**src/rtl/oic_pkg.sv**
```systemverilog
package oic_pkg;
  typedef struct packed {
    logic loadOut;
    logic loadHist;
    logic clearHist;
  } ctrlStrobes_t;
endpackage

```
**src/rtl/oic_ctrl.sv**
```systemverilog
module oic_ctrl
  import oic_pkg::*;
(
  input  logic         clk,
  input  logic         rstN,
  input  logic         inValid,
  input  logic         inIsHeader,
  input  logic         outReady,
  output logic         inReady,
  output logic         outValid,
  output ctrlStrobes_t strobes
);
  logic outValidQ;
  logic accept;

  assign inReady  = !outValidQ || outReady;
  assign accept   = inValid && inReady;
  assign outValid = outValidQ;

  always_ff @(posedge clk) begin
    if (!rstN)        outValidQ <= 1'b0;
    else if (inReady) outValidQ <= inValid;
  end

  always_comb begin
    strobes.loadOut   = accept;
    strobes.loadHist  = accept && !inIsHeader;
    strobes.clearHist = accept && inIsHeader;
  end
endmodule

```
**src/rtl/oic_datapath.sv**
```systemverilog
module oic_datapath
  import oic_pkg::*;
#(
  parameter int LINK_W = 33
) (
  input  logic              clk,
  input  logic              rstN,
  input  ctrlStrobes_t      strobes,
  input  logic              inIsHeader,
  input  logic [LINK_W-2:0] inPayload,
  output logic [LINK_W-1:0] linkWord
);
  localparam int PAY_W   = LINK_W - 1;
  localparam int PAIRS   = LINK_W - 1;
  localparam int CNT_W   = $clog2(LINK_W) + 1;

  function automatic logic [LINK_W-1:0] oddMask();
    logic [LINK_W-1:0] m;
    m = '0;
    for (int i = 0; i < PAY_W; i++) m[i] = (i % 2) == 1;
    return m;
  endfunction

  localparam logic [LINK_W-1:0] ODD_MASK = oddMask();

  function automatic logic [1:0] pairCost(input logic pa, input logic pb,
                                          input logic ca, input logic cb);
    logic ta, tb;
    ta = pa ^ ca;
    tb = pb ^ cb;
    if (ta && tb)     return (ca != cb) ? 2'd2 : 2'd0;
    else if (ta || tb) return 2'd1;
    else              return 2'd0;
  endfunction

  logic [LINK_W-1:0] prevWord;
  logic [LINK_W-1:0] curWord;
  logic [LINK_W-1:0] candWord;
  logic [LINK_W-1:0] encWord;
  logic [PAIRS-1:0]  pairVote;
  logic [CNT_W-1:0]  voteCount;
  logic              doInvert;

  assign curWord  = {1'b0, inPayload};
  assign candWord = curWord ^ ODD_MASK;

  for (genvar p = 0; p < PAIRS; p++) begin : g_pair
    logic [1:0] costPlain;
    logic [1:0] costInv;
    assign costPlain   = pairCost(prevWord[p], prevWord[p+1], curWord[p], curWord[p+1]);
    assign costInv     = pairCost(prevWord[p], prevWord[p+1], candWord[p], candWord[p+1]);
    assign pairVote[p] = costInv < costPlain;
  end

  always_comb begin
    voteCount = '0;
    for (int i = 0; i < PAIRS; i++) voteCount = voteCount + CNT_W'(pairVote[i]);
  end

  assign doInvert = !inIsHeader && ({voteCount, 1'b0} > (CNT_W+1)'(PAIRS));
  assign encWord  = doInvert ? {1'b1, candWord[PAY_W-1:0]} : curWord;

  always_ff @(posedge clk) begin
    if (!rstN) begin
      prevWord <= '0;
      linkWord <= '0;
    end else begin
      if (strobes.loadOut)        linkWord <= encWord;
      if (strobes.clearHist)      prevWord <= '0;
      else if (strobes.loadHist)  prevWord <= encWord;
    end
  end
endmodule

```
**src/rtl/oic_decoder.sv**
```systemverilog
module oic_decoder #(
  parameter int LINK_W = 33
) (
  input  logic [LINK_W-1:0] rxWord,
  output logic [LINK_W-2:0] rxPayload
);
  localparam int PAY_W = LINK_W - 1;

  logic [PAY_W-1:0] restoreMask;

  for (genvar i = 0; i < PAY_W; i++) begin : g_mask
    assign restoreMask[i] = rxWord[LINK_W-1] && ((i % 2) == 1);
  end

  assign rxPayload = rxWord[PAY_W-1:0] ^ restoreMask;
endmodule

```
**src/rtl/oic_link_codec.sv**
```systemverilog
module oic_link_codec
  import oic_pkg::*;
#(
  parameter int LINK_W = 33
) (
  input  logic              clk,
  input  logic              rstN,
  input  logic              inValid,
  output logic              inReady,
  input  logic              inIsHeader,
  input  logic [LINK_W-2:0] inPayload,
  output logic              outValid,
  input  logic              outReady,
  output logic [LINK_W-1:0] linkWord,
  input  logic [LINK_W-1:0] rxWord,
  output logic [LINK_W-2:0] rxPayload
);
  ctrlStrobes_t strobes;

  oic_ctrl ctrl_i (
    .clk(clk), .rstN(rstN), .inValid(inValid), .inIsHeader(inIsHeader),
    .outReady(outReady), .inReady(inReady), .outValid(outValid), .strobes(strobes)
  );

  oic_datapath #(.LINK_W(LINK_W)) dp_i (
    .clk(clk), .rstN(rstN), .strobes(strobes), .inIsHeader(inIsHeader),
    .inPayload(inPayload), .linkWord(linkWord)
  );

  oic_decoder #(.LINK_W(LINK_W)) dec_i (
    .rxWord(rxWord), .rxPayload(rxPayload)
  );
endmodule

```
**config.mk**
```make
export PLATFORM = sky130hd
export DESIGN_NAME = oic_link_codec
export DESIGN_NICKNAME = d
export VERILOG_FILES = /design/src/rtl/oic_pkg.sv /design/src/rtl/oic_ctrl.sv /design/src/rtl/oic_datapath.sv /design/src/rtl/oic_decoder.sv /design/src/rtl/oic_link_codec.sv
export SDC_FILE = /design/constraint.sdc
export NUM_CORES = 1
export LEC_CHECK = 0
export ABC_AREA = 1
export BUFFER_PORTS_ARGS = -buffer_cell sky130_fd_sc_hd__buf_2
export CAP_MARGIN = 40
export CELL_PAD_IN_SITES_DETAIL_PLACEMENT = 0
export CELL_PAD_IN_SITES_GLOBAL_PLACEMENT = 2
export CORE_MARGIN = 3
export CORE_UTILIZATION = 33
export DETAILED_ROUTE_END_ITERATION = 8
export PLACE_DENSITY = 0.87
export REMOVE_ABC_BUFFERS = 1
export SLEW_MARGIN = 40
export SYNTH_ARGS = -nofsm -noshare
export SYNTH_HDL_FRONTEND = slang
export SYNTH_SLANG_ARGS = --single-unit
```
**constraint.sdc**
```tcl
create_clock -name clk -period 12.7 [get_ports clk]
set_input_delay 0.635 -clock clk [delete_from_list [all_inputs] [get_ports clk]]
set_output_delay 0.635 -clock clk [all_outputs]
set_load 0.02 [all_outputs]
```
## After elaboration in Yosys (flattened, before gate mapping)

Cells that the tools add are included.

- Register bits after elaboration: 67
- Bits in latches: 0
- Memory bits (writable): 0
- Memory bits (read-only): 0
- Input bits: 70
- Output and inout bits: 67
- Word-level logic and storage cells: 509
- Memories: 0

- Add/sub/neg operators: 31
- Multiply operators: 0
- Divide/modulo/power cells: 0
- Magnitude comparators: 33
- Equal/unequal tests: 62
- Shift operators: 0
- Mux-type cells: 193
- Bitwise operators: 51
- Reductions and logical operators: 136

Operator list:

| operator | count |
|---|---|
| 2-to-1 mux 2 bit | 128 |
| adder 7 x 1 -> 7 bit | 30 |
| logical AND 1 bit | 68 |
| logical OR 1 bit | 65 |
| < comparator 2 bit | 32 |
| 2-to-1 mux 1 bit | 64 |
| != test 1 bit | 62 |
| bitwise XOR 1 bit | 48 |
| 2-to-1 mux 33 bit | 1 |
| bitwise XOR 32 bit | 1 |
| NOT 16 bit | 1 |
| > comparator 8 x 6 -> 1 bit (second input constant) | 1 |
| adder 1 x 1 -> 2 bit | 1 |
| zero test 1 bit | 2 |
| OR reduction 2 bit | 1 |
| NOT 1 bit | 1 |

## Depth between registers and ports, before layout

Gate-level depths: netlist of the first run.

- Depth after elaboration: 40
- Depth in mapped cells: 34

## Modules after synthesis

Synthesis of the first run repeated with hierarchy kept, for this count alone.

- Cell total of the unflattened synthesis: 991
- Area total of the unflattened synthesis: 6794.0 µm²

Modules (own cells, without submodules):

| module | times used | cells each | area an instance (µm²) | seq. area each (µm²) |
|---|---|---|---|---|
| oic_datapath | 1 | 895 | 6309.8 | 1321.3 |
| oic_decoder | 1 | 84 | 412.9 | 0.0 |
| oic_ctrl | 1 | 12 | 71.3 | 20.0 |

## Least setup slack after synthesis of the first run

Ideal clock, no wire load.

- Kind: input to register
- Start point: in inPayload[1]
- End point: reg dp_i.prevWord[1]
- Library setup time: 0.109 ns
- Arrival: 6.892 ns
- Slack: 5.699 ns
- Stages: 28
- Buffers on the path: 2
- Cell sequence: clkbuf_1 xnor2_1 inv_1 ha_1 nand2_1 ha_1 a21oi_1 ha_1 inv_1 fa_1 fa_1 fa_1 fa_1 fa_1 inv_1 fa_1 fa_1 fa_1 or2_1 nor2_1 nand3_1 nand2_1 nand2_4 buf_4 nand3_1 nand3_1 nand2_1 inv_1

- Cells in the longest elaborated chain, start to end: 40
- Elaborated cells between the ends (all ways): 63
- Those cells by class: 31 x add/sub; 3 x order compare; 4 x eq/ne; 13 x mux; 3 x bitwise; 9 x reduce/logical

Ends and longest elaborated chain:

| what | RTL line | RTL |
|---|---|---|
| start, declared | oic_link_codec.sv:11 | `input logic [LINK_W-2:0] inPayload,` |
| NOT 16 bit (no source line) | - |  |
| bitwise XOR 1 bit | oic_datapath.sv:29, oic_datapath.sv:30 |  |
| logical OR 1 bit | oic_datapath.sv:32 | `else if (ta \|\| tb) return 2'd1;` |
| 2-to-1 mux 1 bit | oic_datapath.sv:32 |  |
| 2-to-1 mux 2 bit | oic_datapath.sv:31 | `if (ta && tb) return (ca != cb) ? 2'd2 : 2'd0;` |
| < comparator 2 bit | oic_datapath.sv:52 | `assign pairVote[p] = costInv < costPlain;` |
| adder 1 x 1 -> 2 bit | oic_datapath.sv:57 | `for (int i = 0; i < PAIRS; i++) voteCount = voteCount + CNT_W'(pairVote[i]);` |
| adder 7 x 1 -> 7 bit (30 in series) | oic_datapath.sv:57 |  |
| > comparator 8 x 6 -> 1 bit | oic_datapath.sv:60 | `assign doInvert = !inIsHeader && ({voteCount, 1'b0} > (CNT_W+1)'(PAIRS));` |
| logical AND 1 bit | oic_datapath.sv:60 |  |
| 2-to-1 mux 33 bit (*) | oic_datapath.sv:61 | `assign encWord = doInvert ? {1'b1, candWord[PAY_W-1:0]} : curWord;` |
| end signal, assigned | oic_datapath.sv:70 | `else if (strobes.loadHist) prevWord <= encWord;` |
| end, declared | oic_datapath.sv:36 | `logic [LINK_W-1:0] prevWord;` |

Mark *: on every way between the ends. The rest lies on a longest branch, timed or not.
A chain may end at the register's enable or synchronous reset.

## Final worst setup path of the first run

- Start point: in inPayload[2]
- End point: reg dp_i.linkWord[3]

- Cells in the longest elaborated chain, start to end: 39
- Elaborated cells between the ends (all ways): 61
- Those cells by class: 31 x add/sub; 3 x order compare; 4 x eq/ne; 13 x mux; 1 x bitwise; 9 x reduce/logical

Ends and longest elaborated chain:

| what | RTL line | RTL |
|---|---|---|
| bitwise XOR 1 bit | oic_datapath.sv:29, oic_datapath.sv:30 |  |
| logical OR 1 bit | oic_datapath.sv:32 |  |
| 2-to-1 mux 1 bit | oic_datapath.sv:32 |  |
| 2-to-1 mux 2 bit | oic_datapath.sv:31 |  |
| < comparator 2 bit | oic_datapath.sv:52 |  |
| adder 1 x 1 -> 2 bit | oic_datapath.sv:57 |  |
| adder 7 x 1 -> 7 bit (*) (30 in series) | oic_datapath.sv:57 |  |
| > comparator 8 x 6 -> 1 bit (*) | oic_datapath.sv:60 |  |
| logical AND 1 bit (*) | oic_datapath.sv:60 |  |
| 2-to-1 mux 33 bit (*) | oic_datapath.sv:61 |  |
| end signal, assigned | oic_datapath.sv:68 | `if (strobes.loadOut) linkWord <= encWord;` |
| end, declared | oic_datapath.sv:11 | `output logic [LINK_W-1:0] linkWord` |

Marks and branches as above.

==> results of run 1 <==
-- synth_stat cells, types with 13 or more instances --
library cell | instances | share of area
nand3_1 | 57 | 0.044
o21ai_0 | 38 | 0.029
buf_4 | 17 | 0.020
ha_1 | 99 | 0.19
xor2_1 | 70 | 0.094
nand2_1 | 156 | 0.090
nor2_1 | 130 | 0.075
fa_1 | 24 | 0.074
buf_2 | 13 | 0.010
clkbuf_1 | 15 | 0.0087
dfxtp_1 | 67 | 0.21
a21oi_1 | 29 | 0.022
inv_1 | 179 | 0.10
-- area by class of cell --
cell class	instances	area (um2)
repair buffers	109	586
clock buffers	10	239
clock inverters	6	111
fillers	2053	11500
multi-input cells	624	4210
flip-flops and latches	67	1340
well taps	260	325
inverters	184	692
-- logic make-up (layout without fill, tap and decap cells) --
family          Yosys count  in the layout
fa+ha+maj               123            123
compound gates           70             70
xor+xnor                 79             79
flops                    67             67
buf+inv                 230            309
simple gates            352            352
-- placed cells by master (no fill, tap or decap), drive strengths merged --
cell      instances
bufinv            3
fa               24
clkinv            3
or2               1
buf             109
nand3            57
xnor2             9
nand2           163
clkinvlp          1
a31o              2
a21oi            29
ha               99
o21ai            39
nor2            131
clkbuf           10
inv             183
xor2             70
dfxtp            67
-- flip-flops by register name, indices dropped and copies added (netlist names) --
| signal | count |
|---|---|
| dp_i.prevWord | 33 |
| ctrl_i.outValid | 1 |
| dp_i.linkWord | 33 |
-- per-layer routing --
| layer | part of all wire | GRT usage | routed length (um) | vias to the layer above |
|---|---|---|---|---|
| li1 | - | - | - | 2925 |
| met1 | 0.47 | 0.194 | 7520 | 2399 |
| met2 | 0.48 | 0.272 | 7630 | 87 |
| met3 | 0.036 | 0.0341 | 564 | 10 |
| met4 | 0.011 | 0.0367 | 174 | 0 |
| met5 | 0 | 0 | 0 | - |
-- worst paths after layout --
| path | startpoint | endpoint | slack [ps] |
|---|---|---|---|
| max | inPayload[2] | dp_i.linkWord[3]$_SDFFE_PN0P_ | 5490 |
| min | dp_i.linkWord[32]$_SDFFE_PN0P_ | dp_i.linkWord[32]$_SDFFE_PN0P_ | 470 |
| max reg2reg | dp_i.prevWord[2]$_SDFFE_PP0P_ | dp_i.linkWord[3]$_SDFFE_PN0P_ | 5610 |
| min reg2reg | dp_i.linkWord[32]$_SDFFE_PN0P_ | dp_i.linkWord[32]$_SDFFE_PN0P_ | 470 |
-- stage by stage --
| step | instances | hold slack, ps |
|---|---|---|
| floorplan | 875 | 452 |
| global placement | 1242 | 457 |
| detailed placement | 1244 | 462 |
| CTS | 1260 | 472 |
| global route | 1260 | 492 |
| finish | 1260 | 468 |
-- worst reg2reg max path, delay by kind of cell, from the launching register on --
kind | cells | cell delay [ps]
AOI/OAI and AO/OA | 1 | 240
and+or+nand+nor | 11 | 1530
xor gates and xnor gates | 1 | 290
buffers and inverters | 4 | 240
DFF | 1 | 340
adders and majority gates | 10 | 4420
==> qor.txt, run 1 <==
Gate Count Post-Synth: 921
Pre-Repair DR Iteration Count: 4
# Post-CTS Setup Buffers: 0
Final setup viols: 0
Synth Area in Compound Gates: 0.0556
Vias in the first global route: 5310
Setup tns final: 0 ps
Die W: 146 um
Layout Utilization: 0.394
Mux contribution to synthesized area: 0
Buf+Inv Stages, Crit Path: 5
Maximum fanout along the worst path: 18
Diode count: 0
DRC: 0
Largest family of logic cells by synthesized area: adder cells
CP Data Arrival Time: 7490 ps
TritonCTS clock tree: built
Slew headroom: 0.479
Pre-CTS worst setup slack: 5130 ps
CP Depth: 28
IO Port Bufs: 104
Number of buffers inserted during clock tree synthesis: 9
Clk_lat worst skew: 340 ps
CTS H-tree depth: 3
Die area: 0.0214 mm2
Most frequent cell on the critical path: fa_1
Cell Rows: 50
GP Congestion: 0.780
Area growth syn-to-layout: 15.4%
Status: finished, final reports clean
Post-synth EDFFs: 0
Gr usage total: 0.155
Final net count: 1188
Antenna violations before repair: 0
Routed WL: 15900 um
DP HPWL: 11600 um
Critical Path Start Type: input port
CTS Root Cell: clkbuf_16
Post-DRT Antenna Nets: 0
Post-Syn Area: 0.00650 mm2
Die height: 146 um
Worst min path class: flop to flop
Synth Flop Type: dfxtp_1
GRT overflow: 0
CP peak stage delay: 550 ps
Final worst path period need: 7210 ps
Post-cts resize count: 0
Hold-fix buffer count after cts: 0
Sequential share of the synthesized area: 0.206
WS Path Type: input port to flop
CTS clk-pin slew, worst paths: 60 ps
Final instance area: 0.00750 mm2
Worst Tran Pin Value: 777 ps
Fin. max-slew vios: 0
Placed cell area: 0.00715 mm2
Hold Path Stages: 2
Clock Skews: 9.39 ps
#FFs+latches synth: 67
Slowest-stage cell, CP: fa_1
Fmax achieved: 139 MHz
RSZ-0062 raised after global routing: no
Core region area: 0.0190 mm2
Post-Synth Adder-Cell Area: 0.265
Synth Area in Simple Gates: 0.219
Maxcap violations: 0
Starting DRC count in detailed routing: 162
Yosys cell types: 23
Io pins: 137
Syn_area_per_cell: 7.06 um2
Worst setup margin: 5490 ps
First-pass GRT wire length: 26800 um
Synth Area in XOR/XNOR: 0.106
Final Hold Vio Count: 0
Longest Clk Path Bufs: 2
Share of flip-flops with an asynchronous set or reset: 0
Detailed-route vias per instance: 4.30
Yosys warning total: 0
Initial Util: 0.342
Cell family with most CP delay: adder cells
Largest net degree at the start of global routing: 63
Vias: 5421
CTS Sinks: 67
Worst Path Required: 12980 ps
Worst R2R Path Depth: 27
Share of cells above drive strength 1: 0.140
DR WL/cell: 12.6 um
Part of the cycle the worst path needs: 0.568
Worst setup EP type: flop
Power of run 1 is not shown: default switching activity piles up to over one toggle a cycle in this logic, so the estimate is an artifact.
==> run 2, diff against run 1 <==
--- a/config.mk
+++ b/config.mk
@@ -5,15 +5,15 @@
 export SDC_FILE = /design/constraint.sdc
 export NUM_CORES = 1
 export LEC_CHECK = 0
-export ABC_AREA = 1
+export ABC_AREA = 0
 export BUFFER_PORTS_ARGS = -buffer_cell sky130_fd_sc_hd__buf_2
 export CAP_MARGIN = 40
 export CELL_PAD_IN_SITES_DETAIL_PLACEMENT = 0
 export CELL_PAD_IN_SITES_GLOBAL_PLACEMENT = 2
 export CORE_MARGIN = 3
-export CORE_UTILIZATION = 33
+export CORE_UTILIZATION = 30
 export DETAILED_ROUTE_END_ITERATION = 8
-export PLACE_DENSITY = 0.87
+export PLACE_DENSITY = 0.79
 export REMOVE_ABC_BUFFERS = 1
 export SLEW_MARGIN = 40
 export SYNTH_ARGS = -nofsm -noshare
==> constraint.sdc (replaced) <==
create_clock -name clk -period 6.6 [get_ports clk]
set_input_delay 0.33 -clock clk [delete_from_list [all_inputs] [get_ports clk]]
set_output_delay 0.33 -clock clk [all_outputs]
set_load 0.02 [all_outputs]
==> qor.txt, run 2 <==
Status: finished, violations left
Failing checks: setup timing
Area contributors post-synth: dfxtp_1 20%, ha_1 19%, xor2_1 11%, fa_1 7.3%, nand2_1 6.4%
Hold-fix buffer count after cts: 0
Synth Flop Type: dfxtp_1
Post-Syn Area: 0.00659 mm2
IO Port Bufs: 104
Die W: 154 um
Vias in the first global route: 5374
CTS Root Cell: clkbuf_16
Initial Util: 0.310
Fin. max-slew vios: 0
Antenna violations before repair: 0
Share of flip-flops with an asynchronous set or reset: 0
GP Congestion: 0.760
Slew headroom: 0.482
DP HPWL: 12500 um
Yosys warning total: 0
Post-synth EDFFs: 0
Syn_area_per_cell: 8.53 um2
Worst Path Required: 6850 ps
Pre-Repair DR Iteration Count: 4
Sequential share of the synthesized area: 0.203
Routed WL: 17500 um
Largest area contributor in the synthesized netlist: dfxtp_1
CTS Sinks: 67
GRT overflow: 0
DR WL/cell: 14.5 um
Final setup viols: 34
Fmax achieved: 149 MHz
Starting DRC count in detailed routing: 180
Worst min path class: input port to flop
Number of buffers inserted during clock tree synthesis: 9
Synth top cells by count: 113 x nand2_1, 99 x ha_1, 81 x xor2_1, 70 x inv_1, 67 x dfxtp_1
Clock Skews: 3.98 ps
Worst setup margin: -108 ps
Gate Count Post-Synth: 773
CTS H-tree depth: 3
#FFs+latches synth: 67
Area growth syn-to-layout: 29.2%
First-pass GRT wire length: 28100 um
Clk_lat worst skew: 340 ps
Min Hold Slack: 241 ps
Longest Clk Path Bufs: 2
Die area: 0.0238 mm2
Synth top area share: 0.203
Gr usage total: 0.148
Final net count: 1124
Share of cells above drive strength 1: 0.322
Worst setup EP type: flop
RSZ-0062 raised after global routing: yes
Worst Tran Pin Value: 777 ps
Die height: 154 um
Yosys cell types: 41
Post-DRT Antenna Nets: 0
Vias: 5388
Largest net degree at the start of global routing: 54
Diode count: 0
Cell Rows: 53
Maximum fanout along the worst path: 6
Most common cell after layout, fill and taps aside: nand2_1
CP Data Arrival Time: 6960 ps
Final worst path period need: 6710 ps
CTS clk-pin slew, worst paths: 60 ps
Final Hold Vio Count: 0
Maxcap violations: 0
Critical Path Start Type: flop
Most frequent cells in the layout: 112 x nand2_1, 109 x buf_4, 104 x buf_2
Most common cell in the netlist: nand2_1
Detailed-route vias per instance: 4.45
Io pins: 137
Pre-CTS worst setup slack: -596 ps
WS Path Type: flop to flop
DRC: 0
Core region area: 0.0213 mm2
Part of the cycle the worst path needs: 1.02
Setup tns final: -2070 ps
TritonCTS clock tree: built
==> run 2: cell count changes in the layout (fill, tap and decap cells not counted), moves of 38 or more <==
cell and change:
inv_1 -113, nand2_1 -44, nor2_1 -98, buf_4 +106, nand3_1 -39, o21ai_0 -38
==> run 2: cells by family (layout without fill, tap and decap cells) <==
kind of cell,after synthesis,in the layout,share of synthesized area
xor gates and xnor gates,95,95,0.126
AOI/OAI and AO/OA,111,111,0.118
DFF,67,67,0.203
muxes,1,1,0.00152
and+or+nand+nor,232,232,0.165
buffers and inverters,144,307,0.125
adders and majority gates,123,123,0.261
==> run 2: metal layers <==
metal	GRT usage	wire length [um]	vias up
met5	0	0	-
met4	0.0257	152	0
met3	0.0369	904	14
met2	0.244	8200	126
met1	0.198	8240	2441
li1	-	-	2807
==> run 2: final timing paths <==
path                                                      from                              to  slack (ps)  cells past startpoint
worst max-delay path            dp_i.prevWord[13]$_SDFFE_PP0P_   dp_i.linkWord[7]$_SDFFE_PN0P_        -110                     24
worst min-delay path                                   inValid    ctrl_i.outValid$_SDFFE_PN0N_         240                      3
worst max register to register  dp_i.prevWord[13]$_SDFFE_PP0P_   dp_i.linkWord[7]$_SDFFE_PN0P_        -110                     24
worst min register to register  dp_i.linkWord[10]$_SDFFE_PN0P_  dp_i.linkWord[10]$_SDFFE_PN0P_         450                      2
==> run 2: stage by stage <==
step	util	instance area (um2)	instances
floorplan	-	6030	699
global placement	0.358	7630	1171
detailed placement	0.359	7630	1171
CTS	0.388	8260	1205
global route	0.400	8510	1211
finish	0.400	8510	1211
==> run 2: final cells by class <==
cell class / count / area [um2]
Sequential cell: 67 / 1360
Inverter: 70 / 263
Timing Repair Buffer: 221 / 1510
Fill cell: 2166 / 12800
Tap cell: 275 / 344
Multi-Input combinational cell: 562 / 4740
Clock buffer: 13 / 280
Clock inverter: 3 / 20.0
==> run 2: worst max-delay path: stages, from the launching register on <==
cell and delay, ps:
dfxtp_2 330, xor2_2 160, buf_4 140, ha_2 150
nand2_1 50, ha_1 280, a21o_1 180, fa_1 560
inv_2 60, fa_1 540, inv_2 50, fa_1 540
fa_1 430, fa_1 490, inv_1 50, fa_1 450
fa_2 370, fa_2 400, xor2_4 200, nor4_4 70
a211oi_2 290, a22oi_4 130, buf_12 170, bufbuf_16 270
o311ai_1 250
==> run 2: repair_timing <==
item	4_1_cts	5_1_grt
endpoints found under the setup margin	34	34
buffers inserted	16	8
hold endpoints to repair	0	0
gates resized for setup	28	34
pin swaps	35	24
cloned	2	0
Power of run 2 is left out for the same reason.
